`src/rtl/card_seq_pkg.sv`:
```
package card_seq_pkg;

  localparam int RW     = 16;  // register port width
  localparam int AW     = 4;   // register word address width
  localparam int IRQ_W  = 13;  // request / mask width
  localparam int CFG_W  = 14;
  localparam logic [CFG_W-1:0] CFG_WMASK = 14'h3DFF;

  // configuration bit positions
  localparam int CFG_DEN  = 2;
  localparam int CFG_DMA  = 7;
  localparam int CFG_HOLD = 10;

  // status / request bit positions
  localparam int ST_TOUT  = 1;
  localparam int ST_CLKON = 8;
  localparam int ST_DONE  = 13;
  localparam int RQ_ENDC  = 2;
  localparam int RQ_CLKOFF = 4;
  localparam int RQ_RXF   = 5;
  localparam int RQ_TXF   = 6;

  typedef enum logic [AW-1:0] {
    RA_CLKCTL = 4'd0,
    RA_STAT   = 4'd1,
    RA_CLKDIV = 4'd2,
    RA_CFG    = 4'd3,
    RA_RSPTO  = 4'd4,
    RA_RDTO   = 4'd5,
    RA_BLKLEN = 4'd6,
    RA_BLKCNT = 4'd7,
    RA_IMASK  = 4'd8,
    RA_IREQ   = 4'd9,
    RA_CMDIDX = 4'd10,
    RA_ARGHI  = 4'd11,
    RA_ARGLO  = 4'd12,
    RA_RSPQ   = 4'd13
  } reg_addr_e;

  typedef enum logic [1:0] {
    SQ_IDLE  = 2'd0,
    SQ_LEN   = 2'd1,
    SQ_BYTES = 2'd2
  } seq_state_e;

  // minimum response byte count per response type
  function automatic logic [4:0] rsp_min_len(input logic [1:0] rtype);
    case (rtype)
      2'd0:    rsp_min_len = 5'd0;
      2'd2:    rsp_min_len = 5'd16;
      default: rsp_min_len = 5'd4;
    endcase
  endfunction

endpackage

```
`src/rtl/cs_rst_sync.sv`:
```
module cs_rst_sync (
  input  logic clk,
  input  logic rst_n,
  output logic srst_n
);
  logic [1:0] sync_q;

  always_ff @(posedge clk or negedge rst_n) begin
    if (!rst_n) sync_q <= 2'b00;
    else        sync_q <= {sync_q[0], 1'b1};
  end

  assign srst_n = sync_q[1];
endmodule

```
`src/rtl/cs_cfg_regs.sv`:
```
module cs_cfg_regs
  import card_seq_pkg::*;
(
  input  logic              clk,
  input  logic              rst_n,
  input  logic              we,
  input  logic [AW-1:0]     waddr,
  input  logic [RW-1:0]     wdata,
  output logic [2:0]        clkdiv,
  output logic [6:0]        rspto,
  output logic [15:0]       rdto,
  output logic [11:0]       blklen,
  output logic [15:0]       blkcnt,
  output logic [CFG_W-1:0]  cfg,
  output logic [IRQ_W-1:0]  imask,
  output logic [5:0]        cmd_idx,
  output logic [31:0]       arg
);
  logic [2:0]       clkdiv_n;
  logic [6:0]       rspto_n;
  logic [15:0]      rdto_n, blkcnt_n;
  logic [11:0]      blklen_n;
  logic [CFG_W-1:0] cfg_n;
  logic [IRQ_W-1:0] imask_n;
  logic [5:0]       cmd_idx_n;
  logic [31:0]      arg_n;

  always_comb begin
    clkdiv_n  = clkdiv;
    rspto_n   = rspto;
    rdto_n    = rdto;
    blklen_n  = blklen;
    blkcnt_n  = blkcnt;
    cfg_n     = cfg;
    imask_n   = imask;
    cmd_idx_n = cmd_idx;
    arg_n     = arg;
    if (we) begin
      case (waddr)
        RA_CLKDIV: clkdiv_n  = wdata[2:0];
        RA_RSPTO:  rspto_n   = wdata[6:0];
        RA_RDTO:   rdto_n    = wdata;
        RA_BLKLEN: blklen_n  = wdata[11:0];
        RA_BLKCNT: blkcnt_n  = wdata;
        RA_CFG:    cfg_n     = wdata[CFG_W-1:0] & CFG_WMASK;
        RA_IMASK:  imask_n   = wdata[IRQ_W-1:0];
        RA_CMDIDX: cmd_idx_n = wdata[5:0];
        RA_ARGHI:  arg_n     = {wdata, arg[15:0]};
        RA_ARGLO:  arg_n     = {arg[31:16], wdata};
        default:   ;
      endcase
    end
  end

  always_ff @(posedge clk or negedge rst_n) begin
    if (!rst_n) begin
      clkdiv  <= '0;
      rspto   <= '0;
      rdto    <= '0;
      blklen  <= '0;
      blkcnt  <= '0;
      cfg     <= '0;
      imask   <= '0;
      cmd_idx <= '0;
      arg     <= '0;
    end else if (we) begin
      clkdiv  <= clkdiv_n;
      rspto   <= rspto_n;
      rdto    <= rdto_n;
      blklen  <= blklen_n;
      blkcnt  <= blkcnt_n;
      cfg     <= cfg_n;
      imask   <= imask_n;
      cmd_idx <= cmd_idx_n;
      arg     <= arg_n;
    end
  end
endmodule

```
`src/rtl/cs_rsp_queue.sv`:
```
module cs_rsp_queue #(
  parameter int DEPTH = 9,
  parameter int IDX_W = 5
) (
  input  logic             clk,
  input  logic             rst_n,
  input  logic             clr,     // command issued: empty and zero
  input  logic             we,
  input  logic [IDX_W-1:0] widx,    // byte index within the response
  input  logic [7:0]       wbyte,
  input  logic             arm,     // valid completion: make readable
  input  logic             pop,
  output logic [15:0]      head
);
  localparam int PW = $clog2(DEPTH + 1);
  localparam logic [PW-1:0] EMPTY = PW'(DEPTH);

  logic [15:0]   ent_w [DEPTH];
  logic [PW-1:0] ptr_q, ptr_n;

  for (genvar g = 0; g < DEPTH; g++) begin : g_ent
    localparam logic [IDX_W-1:0] SLOT = IDX_W'(g);
    logic [15:0] ent_q, ent_n;
    logic        hit;

    assign hit = we && ((widx >> 1) == SLOT);

    always_comb begin
      ent_n = ent_q;
      if (clr)           ent_n = '0;
      else if (hit) begin
        if (widx[0])     ent_n[15:8] = wbyte;
        else             ent_n[7:0]  = wbyte;
      end
    end

    always_ff @(posedge clk or negedge rst_n) begin
      if (!rst_n)          ent_q <= '0;
      else if (clr || hit) ent_q <= ent_n;
    end

    assign ent_w[g] = ent_q;
  end

  always_comb begin
    ptr_n = ptr_q;
    if (clr)                     ptr_n = EMPTY;
    else if (arm)                ptr_n = '0;
    else if (pop && ptr_q < EMPTY) ptr_n = ptr_q + 1'b1;
  end

  always_ff @(posedge clk or negedge rst_n) begin
    if (!rst_n)                 ptr_q <= EMPTY;
    else if (clr || arm || pop) ptr_q <= ptr_n;
  end

  always_comb begin
    head = '0;
    for (int i = 0; i < DEPTH; i++) begin
      if (ptr_q == PW'(i)) head = ent_w[i];
    end
  end
endmodule

```
`src/rtl/cs_irq_route.sv`:
```
module cs_irq_route
  import card_seq_pkg::*;
(
  input  logic [IRQ_W-1:0] ireq,
  input  logic [IRQ_W-1:0] imask,
  input  logic             dma_en,
  output logic             irq,
  output logic             dma_rx,
  output logic             dma_tx
);
  logic [IRQ_W-1:0] eff_mask;

  always_comb begin
    eff_mask = imask;
    if (dma_en) begin
      eff_mask[RQ_RXF] = 1'b1;
      eff_mask[RQ_TXF] = 1'b1;
    end
  end

  assign irq    = |(ireq & ~eff_mask);
  assign dma_rx = dma_en & ireq[RQ_RXF];
  assign dma_tx = dma_en & ireq[RQ_TXF];
endmodule

```
`src/rtl/card_cmd_seq.sv`:
```
module card_cmd_seq
  import card_seq_pkg::*;
#(
  parameter int RSP_DEPTH = 9,
  parameter int LEN_W     = 5
) (
  input  logic             clk,
  input  logic             rst_n,
  input  logic             reg_we,
  input  logic             reg_re,
  input  logic [3:0]       reg_addr,
  input  logic [15:0]      reg_wdata,
  output logic [15:0]      reg_rdata,
  output logic             cmd_start,
  output logic [5:0]       cmd_index,
  output logic [31:0]      cmd_arg,
  input  logic             card_len_vld,
  input  logic [LEN_W-1:0] card_len,
  input  logic             card_byte_vld,
  input  logic [7:0]       card_byte,
  output logic             xfer_active,
  input  logic             rx_fifo_req,
  input  logic             tx_fifo_req,
  output logic             irq,
  output logic             dma_rx_req,
  output logic             dma_tx_req
);
  localparam int QBYTES = 2 * RSP_DEPTH;

  logic srst_n;
  cs_rst_sync u_rst (.clk(clk), .rst_n(rst_n), .srst_n(srst_n));

  // configuration registers
  logic [2:0]       clkdiv_q;
  logic [6:0]       rspto_q;
  logic [15:0]      rdto_q, blkcnt_q;
  logic [11:0]      blklen_q;
  logic [CFG_W-1:0] cfg_q;
  logic [IRQ_W-1:0] imask_q;
  logic [5:0]       cmd_idx_q;
  logic [31:0]      arg_q;

  cs_cfg_regs u_regs (
    .clk(clk), .rst_n(srst_n), .we(reg_we), .waddr(reg_addr), .wdata(reg_wdata),
    .clkdiv(clkdiv_q), .rspto(rspto_q), .rdto(rdto_q), .blklen(blklen_q),
    .blkcnt(blkcnt_q), .cfg(cfg_q), .imask(imask_q), .cmd_idx(cmd_idx_q), .arg(arg_q)
  );

  // decoded accesses
  logic wr_cfg, wr_clk, wr_ireq, start_clk, stop_clk, issue, rd_pop;
  assign wr_cfg    = reg_we && (reg_addr == RA_CFG);
  assign wr_clk    = reg_we && (reg_addr == RA_CLKCTL);
  assign wr_ireq   = reg_we && (reg_addr == RA_IREQ);
  assign start_clk = wr_clk && reg_wdata[1] && !reg_wdata[0];
  assign stop_clk  = wr_clk && reg_wdata[0];
  assign rd_pop    = reg_re && (reg_addr == RA_RSPQ);

  // sequencer state
  seq_state_e       st_q, st_n;
  logic [LEN_W-1:0] len_q, len_n, cnt_q, cnt_n, len_eff;
  logic             pend_q, pend_n;
  logic             clkon_q, clkon_n;
  logic             tout_q, tout_n;
  logic             cdone_q, cdone_n;
  logic             endc_q, endc_n;
  logic             clkoff_q, clkoff_n;
  logic             act_q, act_n;
  logic             start_q;
  logic             done, rsp_ok, byte_we, abort;

  assign issue = (wr_cfg && !reg_wdata[CFG_HOLD] && clkon_q)
              || (start_clk && pend_q && !cfg_q[CFG_HOLD]);
  assign abort = stop_clk || wr_cfg;

  always_comb begin
    st_n    = st_q;
    len_n   = len_q;
    cnt_n   = cnt_q;
    done    = 1'b0;
    byte_we = 1'b0;
    case (st_q)
      SQ_LEN: begin
        if (card_len_vld) begin
          if (card_len == '0) begin
            done = 1'b1;
            st_n = SQ_IDLE;
          end else begin
            len_n = card_len;
            cnt_n = '0;
            st_n  = SQ_BYTES;
          end
        end
      end
      SQ_BYTES: begin
        if (card_byte_vld) begin
          byte_we = (cnt_q < LEN_W'(QBYTES));
          cnt_n   = cnt_q + 1'b1;
          if (cnt_q == len_q - 1'b1) begin
            done = 1'b1;
            st_n = SQ_IDLE;
          end
        end
      end
      default: ;
    endcase
    if (abort) begin
      st_n = SQ_IDLE;
      done = 1'b0;
    end
    if (issue) begin
      st_n  = SQ_LEN;
      cnt_n = '0;
    end
  end

  assign len_eff = (st_q == SQ_LEN) ? card_len : len_q;
  assign rsp_ok  = (len_eff >= rsp_min_len(cfg_q[1:0]));

  always_comb begin
    pend_n   = pend_q;
    clkon_n  = clkon_q;
    tout_n   = tout_q;
    cdone_n  = cdone_q;
    endc_n   = endc_q;
    clkoff_n = clkoff_q;
    act_n    = act_q;

    if (wr_ireq && reg_wdata[RQ_ENDC]) endc_n = 1'b0;
    if (wr_cfg) begin
      pend_n = 1'b1;
      act_n  = 1'b0;
      if (!reg_wdata[CFG_HOLD]) begin
        tout_n  = 1'b0;
        cdone_n = 1'b0;
      end
    end
    if (start_clk) begin
      clkon_n  = 1'b1;
      clkoff_n = 1'b0;
    end
    if (stop_clk) begin
      clkon_n  = 1'b0;
      clkoff_n = 1'b1;
      act_n    = 1'b0;
    end
    if (done) begin
      if (rsp_ok) begin
        cdone_n = 1'b1;
        act_n   = cfg_q[CFG_DEN];
      end else begin
        tout_n  = 1'b1;
        act_n   = 1'b0;
      end
    end
    if (issue) begin
      pend_n  = 1'b0;
      act_n   = 1'b1;
      endc_n  = 1'b1;
      tout_n  = 1'b0;
      cdone_n = 1'b0;
    end
  end

  always_ff @(posedge clk or negedge srst_n) begin
    if (!srst_n) begin
      st_q     <= SQ_IDLE;
      len_q    <= '0;
      cnt_q    <= '0;
      pend_q   <= 1'b0;
      clkon_q  <= 1'b0;
      tout_q   <= 1'b0;
      cdone_q  <= 1'b0;
      endc_q   <= 1'b0;
      clkoff_q <= 1'b0;
      act_q    <= 1'b0;
      start_q  <= 1'b0;
    end else begin
      st_q     <= st_n;
      len_q    <= len_n;
      cnt_q    <= cnt_n;
      pend_q   <= pend_n;
      clkon_q  <= clkon_n;
      tout_q   <= tout_n;
      cdone_q  <= cdone_n;
      endc_q   <= endc_n;
      clkoff_q <= clkoff_n;
      act_q    <= act_n;
      start_q  <= issue;
    end
  end

  // response queue
  logic [15:0] rsp_head;
  cs_rsp_queue #(.DEPTH(RSP_DEPTH), .IDX_W(LEN_W)) u_rspq (
    .clk(clk), .rst_n(srst_n), .clr(issue), .we(byte_we), .widx(cnt_q),
    .wbyte(card_byte), .arm(done && rsp_ok), .pop(rd_pop), .head(rsp_head)
  );

  // interrupt request vector and routing
  logic [IRQ_W-1:0] ireq;
  always_comb begin
    ireq             = '0;
    ireq[RQ_ENDC]    = endc_q;
    ireq[RQ_CLKOFF]  = clkoff_q;
    ireq[RQ_RXF]     = rx_fifo_req;
    ireq[RQ_TXF]     = tx_fifo_req;
  end

  cs_irq_route u_irq (
    .ireq(ireq), .imask(imask_q), .dma_en(cfg_q[CFG_DMA]),
    .irq(irq), .dma_rx(dma_rx_req), .dma_tx(dma_tx_req)
  );

  // read mux
  logic [15:0] stat_w;
  always_comb begin
    stat_w           = '0;
    stat_w[ST_TOUT]  = tout_q;
    stat_w[ST_CLKON] = clkon_q;
    stat_w[ST_DONE]  = cdone_q;
  end

  always_comb begin
    reg_rdata = '0;
    case (reg_addr)
      RA_STAT:   reg_rdata = stat_w;
      RA_CLKDIV: reg_rdata = 16'(clkdiv_q);
      RA_CFG:    reg_rdata = 16'(cfg_q);
      RA_RSPTO:  reg_rdata = 16'(rspto_q);
      RA_RDTO:   reg_rdata = rdto_q;
      RA_BLKLEN: reg_rdata = 16'(blklen_q);
      RA_BLKCNT: reg_rdata = blkcnt_q;
      RA_IMASK:  reg_rdata = 16'(imask_q);
      RA_IREQ:   reg_rdata = 16'(ireq);
      RA_CMDIDX: reg_rdata = {9'd0, 1'b1, cmd_idx_q};
      RA_ARGHI:  reg_rdata = arg_q[31:16];
      RA_ARGLO:  reg_rdata = arg_q[15:0];
      RA_RSPQ:   reg_rdata = rsp_head;
      default:   reg_rdata = '0;
    endcase
  end

  assign cmd_start   = start_q;
  assign cmd_index   = cmd_idx_q;
  assign cmd_arg     = arg_q;
  assign xfer_active = act_q;
endmodule

```
`config.mk`:
```
export PLATFORM = sky130hd
export DESIGN_NAME = card_cmd_seq
export DESIGN_NICKNAME = d
export VERILOG_FILES = /design/src/rtl/card_seq_pkg.sv /design/src/rtl/cs_rst_sync.sv /design/src/rtl/cs_cfg_regs.sv /design/src/rtl/cs_rsp_queue.sv /design/src/rtl/cs_irq_route.sv /design/src/rtl/card_cmd_seq.sv
export SDC_FILE = /design/constraint.sdc
export NUM_CORES = 1
export LEC_CHECK = 0
export ABC_AREA = 1
export ABC_CLOCK_PERIOD_IN_PS = 8000
export BUFFER_PORTS_ARGS = -buffer_cell sky130_fd_sc_hd__buf_4
export CORE_UTILIZATION = 45
export DETAILED_ROUTE_END_ITERATION = 6
export GPL_TIMING_DRIVEN = 0
export HOLD_SLACK_MARGIN = 0.06
export PLACE_DENSITY = 0.63
export SLEW_MARGIN = 10
export SYNTH_ARGS = -nofsm -noshare
export SYNTH_HDL_FRONTEND = slang
export SYNTH_HIERARCHICAL = 1
export SYNTH_SLANG_ARGS = --single-unit
export TNS_END_PERCENT = 1
```
`constraint.sdc`:
```
create_clock -name clk -period 8 [get_ports clk]
set_input_delay 0.4 -clock clk [delete_from_list [all_inputs] [get_ports clk]]
set_output_delay 0.4 -clock clk [all_outputs]
set_load 0.01 [all_outputs]
```
* After elaboration in Yosys (flattened, before gate mapping)
Index checks and enable logic that the tools add are counted.
Storage, ports and cells: bits in registers 288, bits of input ports 41, word-level logic and storage cells 268
Operators by class: add/subtract/negate cells 3, order comparisons 3, equality and inequality tests 40, multiplexer cells 80, bitwise operators 7, reductions and logical operators 94
Operators with widths (number):
- $mux 16 | 27
- $pmux 16 s13 | 1
- $pmux 32 s2 | 1
- $reduce_and 3->1 | 21
- $eq 4x3->1 const B | 12
- $eq 4x4->1 const B | 8
- $mux 1 | 30
- $reduce_bool 2->1 | 13
- $mux 5 | 5
- $eq 4x2->1 const B | 6
- $logic_and 1x1->1 | 23
- $pmux 5 s2 | 2
- $reduce_and 2->1 | 9
- $mux 8 | 2
- $mux 2 | 7
- $and 7x13->13 | 1
- $logic_or 1x1->1 | 13
- $not 13->13 | 1
- $reduce_or 13->1 | 1
- $eq 4x1->1 const B | 3
- $mux 4 | 3
- $ne 4x4->1 const B | 3
- $logic_not 5->1 | 2
- $ne 3x3->1 const B | 3
- 20 further kinds | 30

* Depth between registers and ports, before layout
Gate-level depths: netlist of the first run.
depth in word-level cells 11, gate-level depth with buffers 17

* By module
Netlist of the first run, hierarchy kept.
Modules (own cells, without submodules):
- cs_rsp_queue | times used 1, cells an instance 911, area each 7098.1 um^2, seq. area each 3706.1 um^2
- cs_cfg_regs | times used 1, cells an instance 543, area each 4744.6 um^2, seq. area each 2952.8 um^2
- card_cmd_seq | times used 1, cells an instance 397, area each 2421.1 um^2, seq. area each 500.5 um^2
- cs_irq_route | times used 1, cells an instance 45, area each 178.9 um^2, seq. area each 0.0 um^2
- cs_rst_sync | times used 1, cells an instance 3, area each 53.8 um^2, seq. area each 50.0 um^2

* Least setup slack after synthesis of the first run
OpenSTA, ideal clock, no wires.
path kind flip-flop to output port, from register u_rspq.ptr_q[0], to output port reg_rdata[14], data arrival time 2.135 ns, data required time 7.600 ns, slack 5.465 ns, cell stages (with the launch flop) 16, path buffers 2, cells stage by stage dfstp_2 > inv_1 > ha_1 > clkbuf_2 > clkbuf_1 > nand4_1 > nand3_1 > nand2_1 > nand4_1 > nand2_1 > nand2_1 > nand2_1 > nand2_1 > a22o_1 > a221oi_1 > nand2_1
Between the ends: cells in the longest elaborated chain, start to end 11, elaborated cells on any way between the ends 19
Ends and longest elaborated chain:
- start, declared | RTL line cs_rsp_queue.sv:19 | logic [PW-1:0] ptr_q, ptr_n;
- start signal, assigned | RTL line cs_rsp_queue.sv:54 | else if (clr || arm || pop) ptr_q <= ptr_n;
- $logic_not 4->1 | RTL line cs_rsp_queue.sv:60 | if (ptr_q == PW'(i)) head = ent_w[i];
- $mux 16 (8 in a row) | RTL line cs_rsp_queue.sv:60
- $mux 16 * | RTL line cs_rsp_queue.sv:60
- net rsp_head[14] | RTL line card_cmd_seq.sv:193 | logic [15:0] rsp_head;
- $pmux 16 s13 * | RTL line card_cmd_seq.sv:225 | case (reg_addr)
- end, declared | RTL line card_cmd_seq.sv:13 | output logic [15:0] reg_rdata,
Mark *: on every way through the listed nets, which the timed path passes. The rest lies on a longest branch.

* Final worst setup path of the first run
from register u_rspq.ptr_q[0], to output port reg_rdata[13]
Same word-level chain as after synthesis.

==> metrics.csv, run 1 <==
stage,metric,value,unit
run_status,status,"complete, no violations",
sta,endpoints failing hold,0,
yosys,"top cells by area, synth","dfrtp_1, nand2_1, o21ai_0",
detailed_routing,routed wire length,47000,um
sta,fin crit share,51.9,%
sta,Fmax,0.241,GHz
grt,vias in the first global route,12900,
floorplan,core area,31600,um2
critical_path,peak fanout along the critical path,10,
yosys,Mean Syn Cell Area,7.63,um2
grt,remaining global-route overflow,0,
critical_path,critical path class,reg -> out,
cts,Clock transition at path regs,60,ps
grt,largest net degree at the start of global routing,63,
yosys,mapped cell area,14500,um2
floorplan,Placement Rows,65,
cts,clock tree sinks,288,
grt,Overall Global Routing Usage,29.1,%
cells_and_area,Final nets,2096,
grt,first-pass GRT wire length,74100,um
run,total of max-cap violations,0,
critical_path,crit path DAT,3750,ps
cts,later-pin clock latency in the skew report,530,ps
place,HPWL Detailed,34100,um
floorplan,height of the die,181,um
sta,Final setup viols,0,
detailed_routing,Final ANT Viol Nets,0,
hold_path,Worst Hold Class,in -> reg,
cts,post-CTS setup buffers,0,
grt,initial antenna violation count,0,
yosys,Mapped Cells,1899,
cells_and_area,filler instances,3071,
yosys,register bit count reported by yosys,288,
sta,final worst path period need,4150,ps
floorplan,Die X,181,um
floorplan,number of top-level pins,100,
sta,Slew headroom,37.1,%
floorplan,DIE AREA,32900,um2
sta,total negative slack,0,ps
detailed_routing,first drt pass iteration count,5,
detailed_routing,Via density,5.47,
cells_and_area,antenna cells,0,
detailed_routing,DRT iter0 DRCs,1284,
cells_and_area,layout cells sized above 1,12.9,%
detailed_routing,Vias,13500,
cts,Max clock buf depth,3,
cts,number of CTS-inserted buffers,34,
place,placed insts,2409,
yosys,Syn. warnings,6,
sta,final slew viol count,0,
place,Buffers on Ports,95,
pwr,power density over cell area,304,nW/um2
yosys,leading area contributor after synthesis,dfrtp_1,
pwr,Leakage,8.84,nW
cts,CTS tree,done,
critical_path,Startpoint Class,register,
sta,worst-margin pin slew,940,ps
place,Final Wtd Congestion,0.948,
pwr,worst vdd ir,178,uV
detailed_routing,Routed WL per cell,19.0,um
cts,CTS Root Cell,clkbuf_16,
yosys,library cells used by synthesis,41,
cells_and_area,Non-Filler Instances,2471,
cells_and_area,synth-to-layout area growth,17.9,%
floorplan,Initial Util,45.8,%
sta,RSZ-0062 raised after global routing,false,
yosys,share of Yosys cell area claimed by the top area cell type,49.4,%
detailed_routing,Residual DRC,0,
sta,Fin Clk Skew,18.2,ps
critical_path,Worst EP required,7600,ps
cts,# H-tree levels,2,
yosys,post-synthesis sequential area ratio,49.7,%
critical_path,crit end category,output pin,
[Yosys cell counts, drive strengths merged]
| master | number |
|---|---|
| a31oi | 1 |
| ha | 11 |
| dfrtp | 286 |
| a21oi | 16 |
| nand3b | 3 |
| nand2 | 788 |
| clkbuf | 32 |
| a221oi | 26 |
| o2bb2ai | 1 |
| inv | 136 |
| nor2 | 109 |
| dfstp | 2 |
| nand3 | 107 |
| nor3 | 4 |
| xor2 | 1 |
| o21ai | 198 |
| nor4 | 1 |
| and2 | 1 |
| or2 | 15 |
| a21o | 2 |
| conb | 3 |
| nand4 | 73 |
| a22o | 13 |
| nor3b | 1 |
| o31ai | 1 |
| buf | 66 |
| a211oi | 2 |
[critical path, cell delays in order, from the launching register on]
cell and delay [ps]:
dfstp_2 560, ha_1 160, buf_2 200, inv_1 140, nor2_1 260, inv_1 120
buf_4 200, nor2_1 100, nor2_1 50, nand2_1 150, nand2_1 70, nand2_1 60
nand2_1 70, nand2_1 70, nand2_1 50, a221oi_1 420, nand4_1 310, buf_4 240
[where the power goes]
| group | internal [W] | total [W] | switching (W) |
|---|---|---|---|
| Clock | 0.00102 | 0.00165 | 0.000626 |
| Sequential | 0.00179 | 0.00203 | 0.000249 |
| Combinational | 0.000513 | 0.00151 | 0.000993 |
| Total | 0.00332 | 0.00519 | 0.00187 |
[cell families after synthesis]
kind of cell               share of synthesized area, %
other                                            0.0777
buffers and inverters                              6.84
adders and majority gates                         0.949
xor gates and xnor gates                         0.0604
and+or+nand+nor                                    32.2
DFF                                                49.7
AOI/OAI and AO/OA                                  10.1
[path summary, 6_finish.rpt]
kind | from | to | slack [ps] | depth (start not counted)
worst max-delay path | u_rspq/ptr_q[0]$_DFFE_PN1P_ | reg_rdata[13] | 3850 | 17
worst min-delay path | reg_wdata[15] | u_regs/blkcnt[15]$_DFFE_PN0P_ | 130 | 3
worst max register to register | st_q[0]$_DFFE_PN0P_ | u_rspq/g_ent[8].ent_q[14]$_DFFE_PN0P_ | 5190 | 10
worst min register to register | u_rst/sync_q[1]$_DFF_PN0_ | u_rspq/g_ent[1].ent_q[6]$_DFFE_PN0P_ | 250 | 0
max in group asynchronous | u_rst/sync_q[1]$_DFF_PN0_ | u_regs/imask[9]$_DFFE_PN0P_ | 6510 | 3
min in group asynchronous | rst_n | u_rst/sync_q[1]$_DFF_PN0_ | 200 | 2
[state kept, by name, summed over array words and instances, names as in the netlist, 2 cells and up]
name                cells
u_rst/sync_q            2
u_regs/clkdiv           3
u_regs/cfg             13
cnt_q                   5
u_regs/blkcnt          16
u_regs/cmd_idx          6
u_regs/blklen          12
len_q                   5
u_regs/rdto            16
u_regs/arg             32
u_regs/rspto            7
u_regs/imask           13
u_rspq/ptr_q            4
st_q                    2
u_rspq/g_ent.ent_q    144
[what timing repair did]
| action | 4_1_cts | 5_1_grt |
|---|---|---|
| endpoints found under the hold margin | 2 | 0 |
| hold buffers | 1 | 0 |
| resized for setup | 0 | 0 |
[routing by layer]
layer,global-route usage (%),share of wire [%]
met3,4.39,8.6
met2,43.4,43
met1,42.7,45
met5,0,0
met4,10.7,3.2
[cell type report]
type | instances | area, um2 | share of cell area, %
flip-flops and latches | 288 | 7210 | 42.2
repair buffers | 101 | 861 | 5.04
well taps | 402 | 503 | 2.94
clock buffers | 49 | 1030 | 6.02
inverters | 136 | 510 | 2.99
multi-input cells | 1385 | 6330 | 37.0
clock inverters | 12 | 170 | 0.996
plain buffers | 98 | 480 | 2.81
[metrics by stage]
step                      power (W)  worst slack [ps]  cell area (um2)  hold slack [ps]  util, %
final                       0.00519              3850            17100              132     54.0
after CTS                   0.00520              3760            17100              123     54.0
after global placement      0.00349              1340            15700              183     49.8
after floorplan             0.00294              3280            14500              104        -
after global routing        0.00549              3540            17100              144     54.0
after detailed placement    0.00353              4320            15900              185     50.2
[cells in the final DEF (no fill, tap or decap), types with 34 or more instances in the layout]
cell       instances
inv_1            131
clkbuf_16         35
clkbuf_1          34
nand3_1          104
dfrtp_1          285
nor2_1            94
buf_2             55
o21ai_0          165
buf_4            106
nand4_1           73
nand2_1          780
Power figures use the tool's default switching activity.
==> inputs of run 2 (changes only) <==
ABC_CLOCK_PERIOD_IN_PS = 3880   (was 8000)
PLACE_DENSITY = 0.6   (was 0.63)
clock period = 3.88 ns   (was 8 ns; I/O delays follow)
==> run 2 against run 1 <==
Critical path depth shrank 1. Worst hold slack lost 54 ps. Register-to-register slack lost 4200 ps. Sequential power grew 110%. Largest power group unchanged. Critical endpoint is now reg_rdata[4]. Combinational power grew 110%. Flip-flop and latch count is the same.
==> metrics.csv, run 2 (synthesis results as in run 1) <==
stage,metric,value,unit,change
detailed_routing,routed wire length,49000,um,was 47000 um
detailed_routing,Residual DRC,0,,unchanged
pwr,Leakage,8.86,nW,was 8.84 nW
critical_path,reg2reg start,u_regs/cfg[10]$_DFFE_PN0P_,,was st_q[0]$_DFFE_PN0P_
hold_path,hold path depth,4,,was 3
cts,CTS Root Cell,clkbuf_16,,unchanged
detailed_routing,Final ANT Viol Nets,0,,unchanged
critical_path,Startpoint Class,register,,unchanged
cts,post-CTS setup buffers,0,,unchanged
cells_and_area,layout cells sized above 1,12.4,%,was 12.9%
cells_and_area,filler instances,3095,,was 3071
sta,worst-margin pin slew,961,ps,was 940 ps
cells_and_area,number of flip-flops in the largest register,144,,unchanged
grt,vias in the first global route,12800,,was 12.9k
sta,Final setup viols,0,,unchanged
sta,Slew headroom,35.7,%,was 37.1%
sta,final worst path period need,3720,ps,
cts,Max clock buf depth,3,,unchanged
cells_and_area,"most common cell after layout, fill and taps aside",nand2_1,,unchanged
floorplan,Die X,181,um,unchanged
sta,Fmax,0.269,GHz,
place,HPWL Detailed,34900,um,was 34100 um
detailed_routing,first drt pass iteration count,5,,unchanged
critical_path,CP Cell Sequence,inv_1 -> ha_1 -> clkbuf_2 -> clkbuf_1 -> nand4_1 -> nand3_1 -> nand2_1 -> nand4_1 -> nand2_1 -> nand2_1 -> nand2_1 -> nand2_1 -> a22o_1 -> a211oi_2 -> nand3_1 -> buf_4,,was ha_1 -> buf_2 -> inv_1 -> nor2_1 -> inv_1 -> buf_4 -> nor2_1 -> nor2_1 -> nand2_1 -> nand2_1 -> nand2_1 -> nand2_1 -> nand2_1 -> nand2_1 -> a221oi_1 -> nand4_1 -> buf_4
detailed_routing,Via density,5.49,,was 5.47
critical_path,R2R Setup Slk,960,ps,was 5190 ps
critical_path,most frequent CP cell,nand2_1,,unchanged
detailed_routing,Vias,13600,,was 13.5k
cells_and_area,register area,7210,um2,unchanged
grt,first-pass GRT wire length,76100,um,was 74100 um
run_status,status,"complete, no violations",,unchanged
floorplan,number of top-level pins,100,,unchanged
run,total of max-cap violations,0,,unchanged
hold_path,Hold Crit Start,reg_we,,was reg_wdata[15]
place,placement-stage cell area,15900,um2,about the same
cts,number of CTS-inserted buffers,34,,unchanged
grt,largest net degree at the start of global routing,61,,was 63
cells_and_area,Top Registers,"u_rspq/g_ent.ent_q x144, u_regs/arg x32",,unchanged
cells_and_area,Final nets,2113,,was 2096
sta,total negative slack,0,ps,unchanged
hold_path,WHS Endpoint,endc_q$_DFFE_PN0P_,,was u_regs/blkcnt[15]$_DFFE_PN0P_
floorplan,core area,31600,um2,unchanged
critical_path,reg-to-reg endpoint,u_rspq/g_ent[2].ent_q[5]$_DFFE_PN0P_,,was u_rspq/g_ent[8].ent_q[14]$_DFFE_PN0P_
cts,CTS tree,done,,unchanged
floorplan,height of the die,181,um,unchanged
cells_and_area,synth-to-layout area growth,18.6,%,was 17.9%
sta,fin crit share,95.8,%,
sta,RSZ-0062 raised after global routing,false,,unchanged
sta,final slew viol count,0,,unchanged
cts,clock tree sinks,288,,unchanged
pwr,power density over cell area,616,nW/um2,was 304 nW/um2
detailed_routing,Routed WL per cell,19.7,um,was 19.0 um
pwr,worst vdd ir,377,uV,was 178 uV
critical_path,Worst EP required,3690,ps,was 7600 ps
sta,endpoints failing hold,0,,unchanged
grt,initial antenna violation count,1,,was 0
grt,Overall Global Routing Usage,30.2,%,was 29.1%
cts,Clock transition at path regs,60,ps,about the same
grt,remaining global-route overflow,0,,unchanged
cells_and_area,most frequent cells in the layout,"nand2_1, dfrtp_1, o21ai_0",,unchanged
hold_path,Worst Hold Class,in -> reg,,unchanged
cts,# H-tree levels,2,,unchanged
cells_and_area,Post-Layout Inst Area,17200,um2,was 17100 um2
critical_path,crit path DAT,3520,ps,was 3750 ps
cells_and_area,antenna cells,0,,unchanged
critical_path,CP max-delay cell,dfstp_2,,unchanged
cells_and_area,Biggest register,u_rspq/g_ent.ent_q,,unchanged
floorplan,Placement Rows,65,,unchanged
floorplan,DIE AREA,32900,um2,unchanged
detailed_routing,DRT iter0 DRCs,1186,,was 1284
place,Buffers on Ports,95,,unchanged
critical_path,peak fanout along the critical path,10,,unchanged
floorplan,Initial Util,45.8,%,unchanged
cells_and_area,multi-input logic area,6340,um2,was 6330 um2
cells_and_area,Final Core Density,54.4,%,was 54.0%
place,Final Wtd Congestion,0.947,,was 0.948
critical_path,Worst Reg-to-Reg Cells,8,,was 10
sta,Fin Clk Skew,10.4,ps,was 18.2 ps
critical_path,crit end category,output pin,,unchanged
critical_path,"slowest stage delay, CP",560,ps,about the same
cts,later-pin clock latency in the skew report,520,ps,was 530 ps
critical_path,critical path class,reg -> out,,unchanged
[run 2: layer usage]
layer	share of wire [%]	vias to the layer above	GRT usage, %
met5	0	-	0
met4	3.4	0	10.9
met3	9.1	113	5.98
met2	42	568	44.0
met1	46	6502	44.5
li1	-	6448	-
[run 2: what timing repair did]
| action | 4_1_cts | 5_1_grt |
|---|---|---|
| resized for setup | 0 | 3 |
| endpoints found under the hold margin | 71 | 0 |
| hold buffers | 19 | 0 |
| endpoints found under the setup margin | 0 | 3 |
[run 2: layout make-up]
class | count | share of cell area (%)
Clock inverter | 7 | 0.837
Buffer | 98 | 2.79
Timing Repair Buffer | 118 | 5.89
Sequential cell | 288 | 41.9
Inverter | 136 | 2.97
Tap cell | 402 | 2.92
Clock buffer | 49 | 5.75
Multi-Input combinational cell | 1385 | 36.9
[run 2: worst max-delay path by stage]
stage	start	endpoint	cells after the start
5_1_grt	u_rspq/ptr_q[1]$_DFFE_PN0P_	reg_rdata[12]	16
3_3_place_gp	u_rst/sync_q[1]$_DFF_PN0_	u_regs/arg[27]$_DFFE_PN0P_	0
6_report	u_rspq/ptr_q[0]$_DFFE_PN1P_	reg_rdata[4]	16
2_1_floorplan	u_rst/sync_q[1]$_DFF_PN0_	cdone_q$_DFF_PN0_	0
4_1_cts	u_rspq/ptr_q[0]$_DFFE_PN1P_	reg_rdata[13]	17
3_5_place_dp	u_rspq/ptr_q[0]$_DFFE_PN1P_	reg_rdata[13]	17
[run 2: critical path: cells and delay by family (launching register included)]
family	cells	cell delay (ps)
AOI/OAI and AO/OA	2	500
and+or+nand+nor	9	1050
DFF	1	560
adders and majority gates	1	210
buffers and inverters	4	680
[run 2: report_power, final]
group	switching (W)	internal [W]	leakage, nW	total, W
Clock	0.00127	0.00203	0.545	0.00330
Sequential	0.000519	0.00368	3.76	0.00420
Combinational	0.00204	0.00106	4.56	0.00310
Total	0.00382	0.00678	8.86	0.0106
[run 2: stage by stage]
step	setup WS, ps	total power, W	instances	hold slack, ps
2_1_floorplan	1010	0.00605	1907	-102
3_3_place_gp	-188	0.00720	2404	-23.5
3_5_place_dp	590	0.00727	2408	-20.8
4_1_cts	34.8	0.0106	2483	61.6
5_1_grt	28.9	0.0112	2483	108
6_report	163	0.0106	2483	77.6
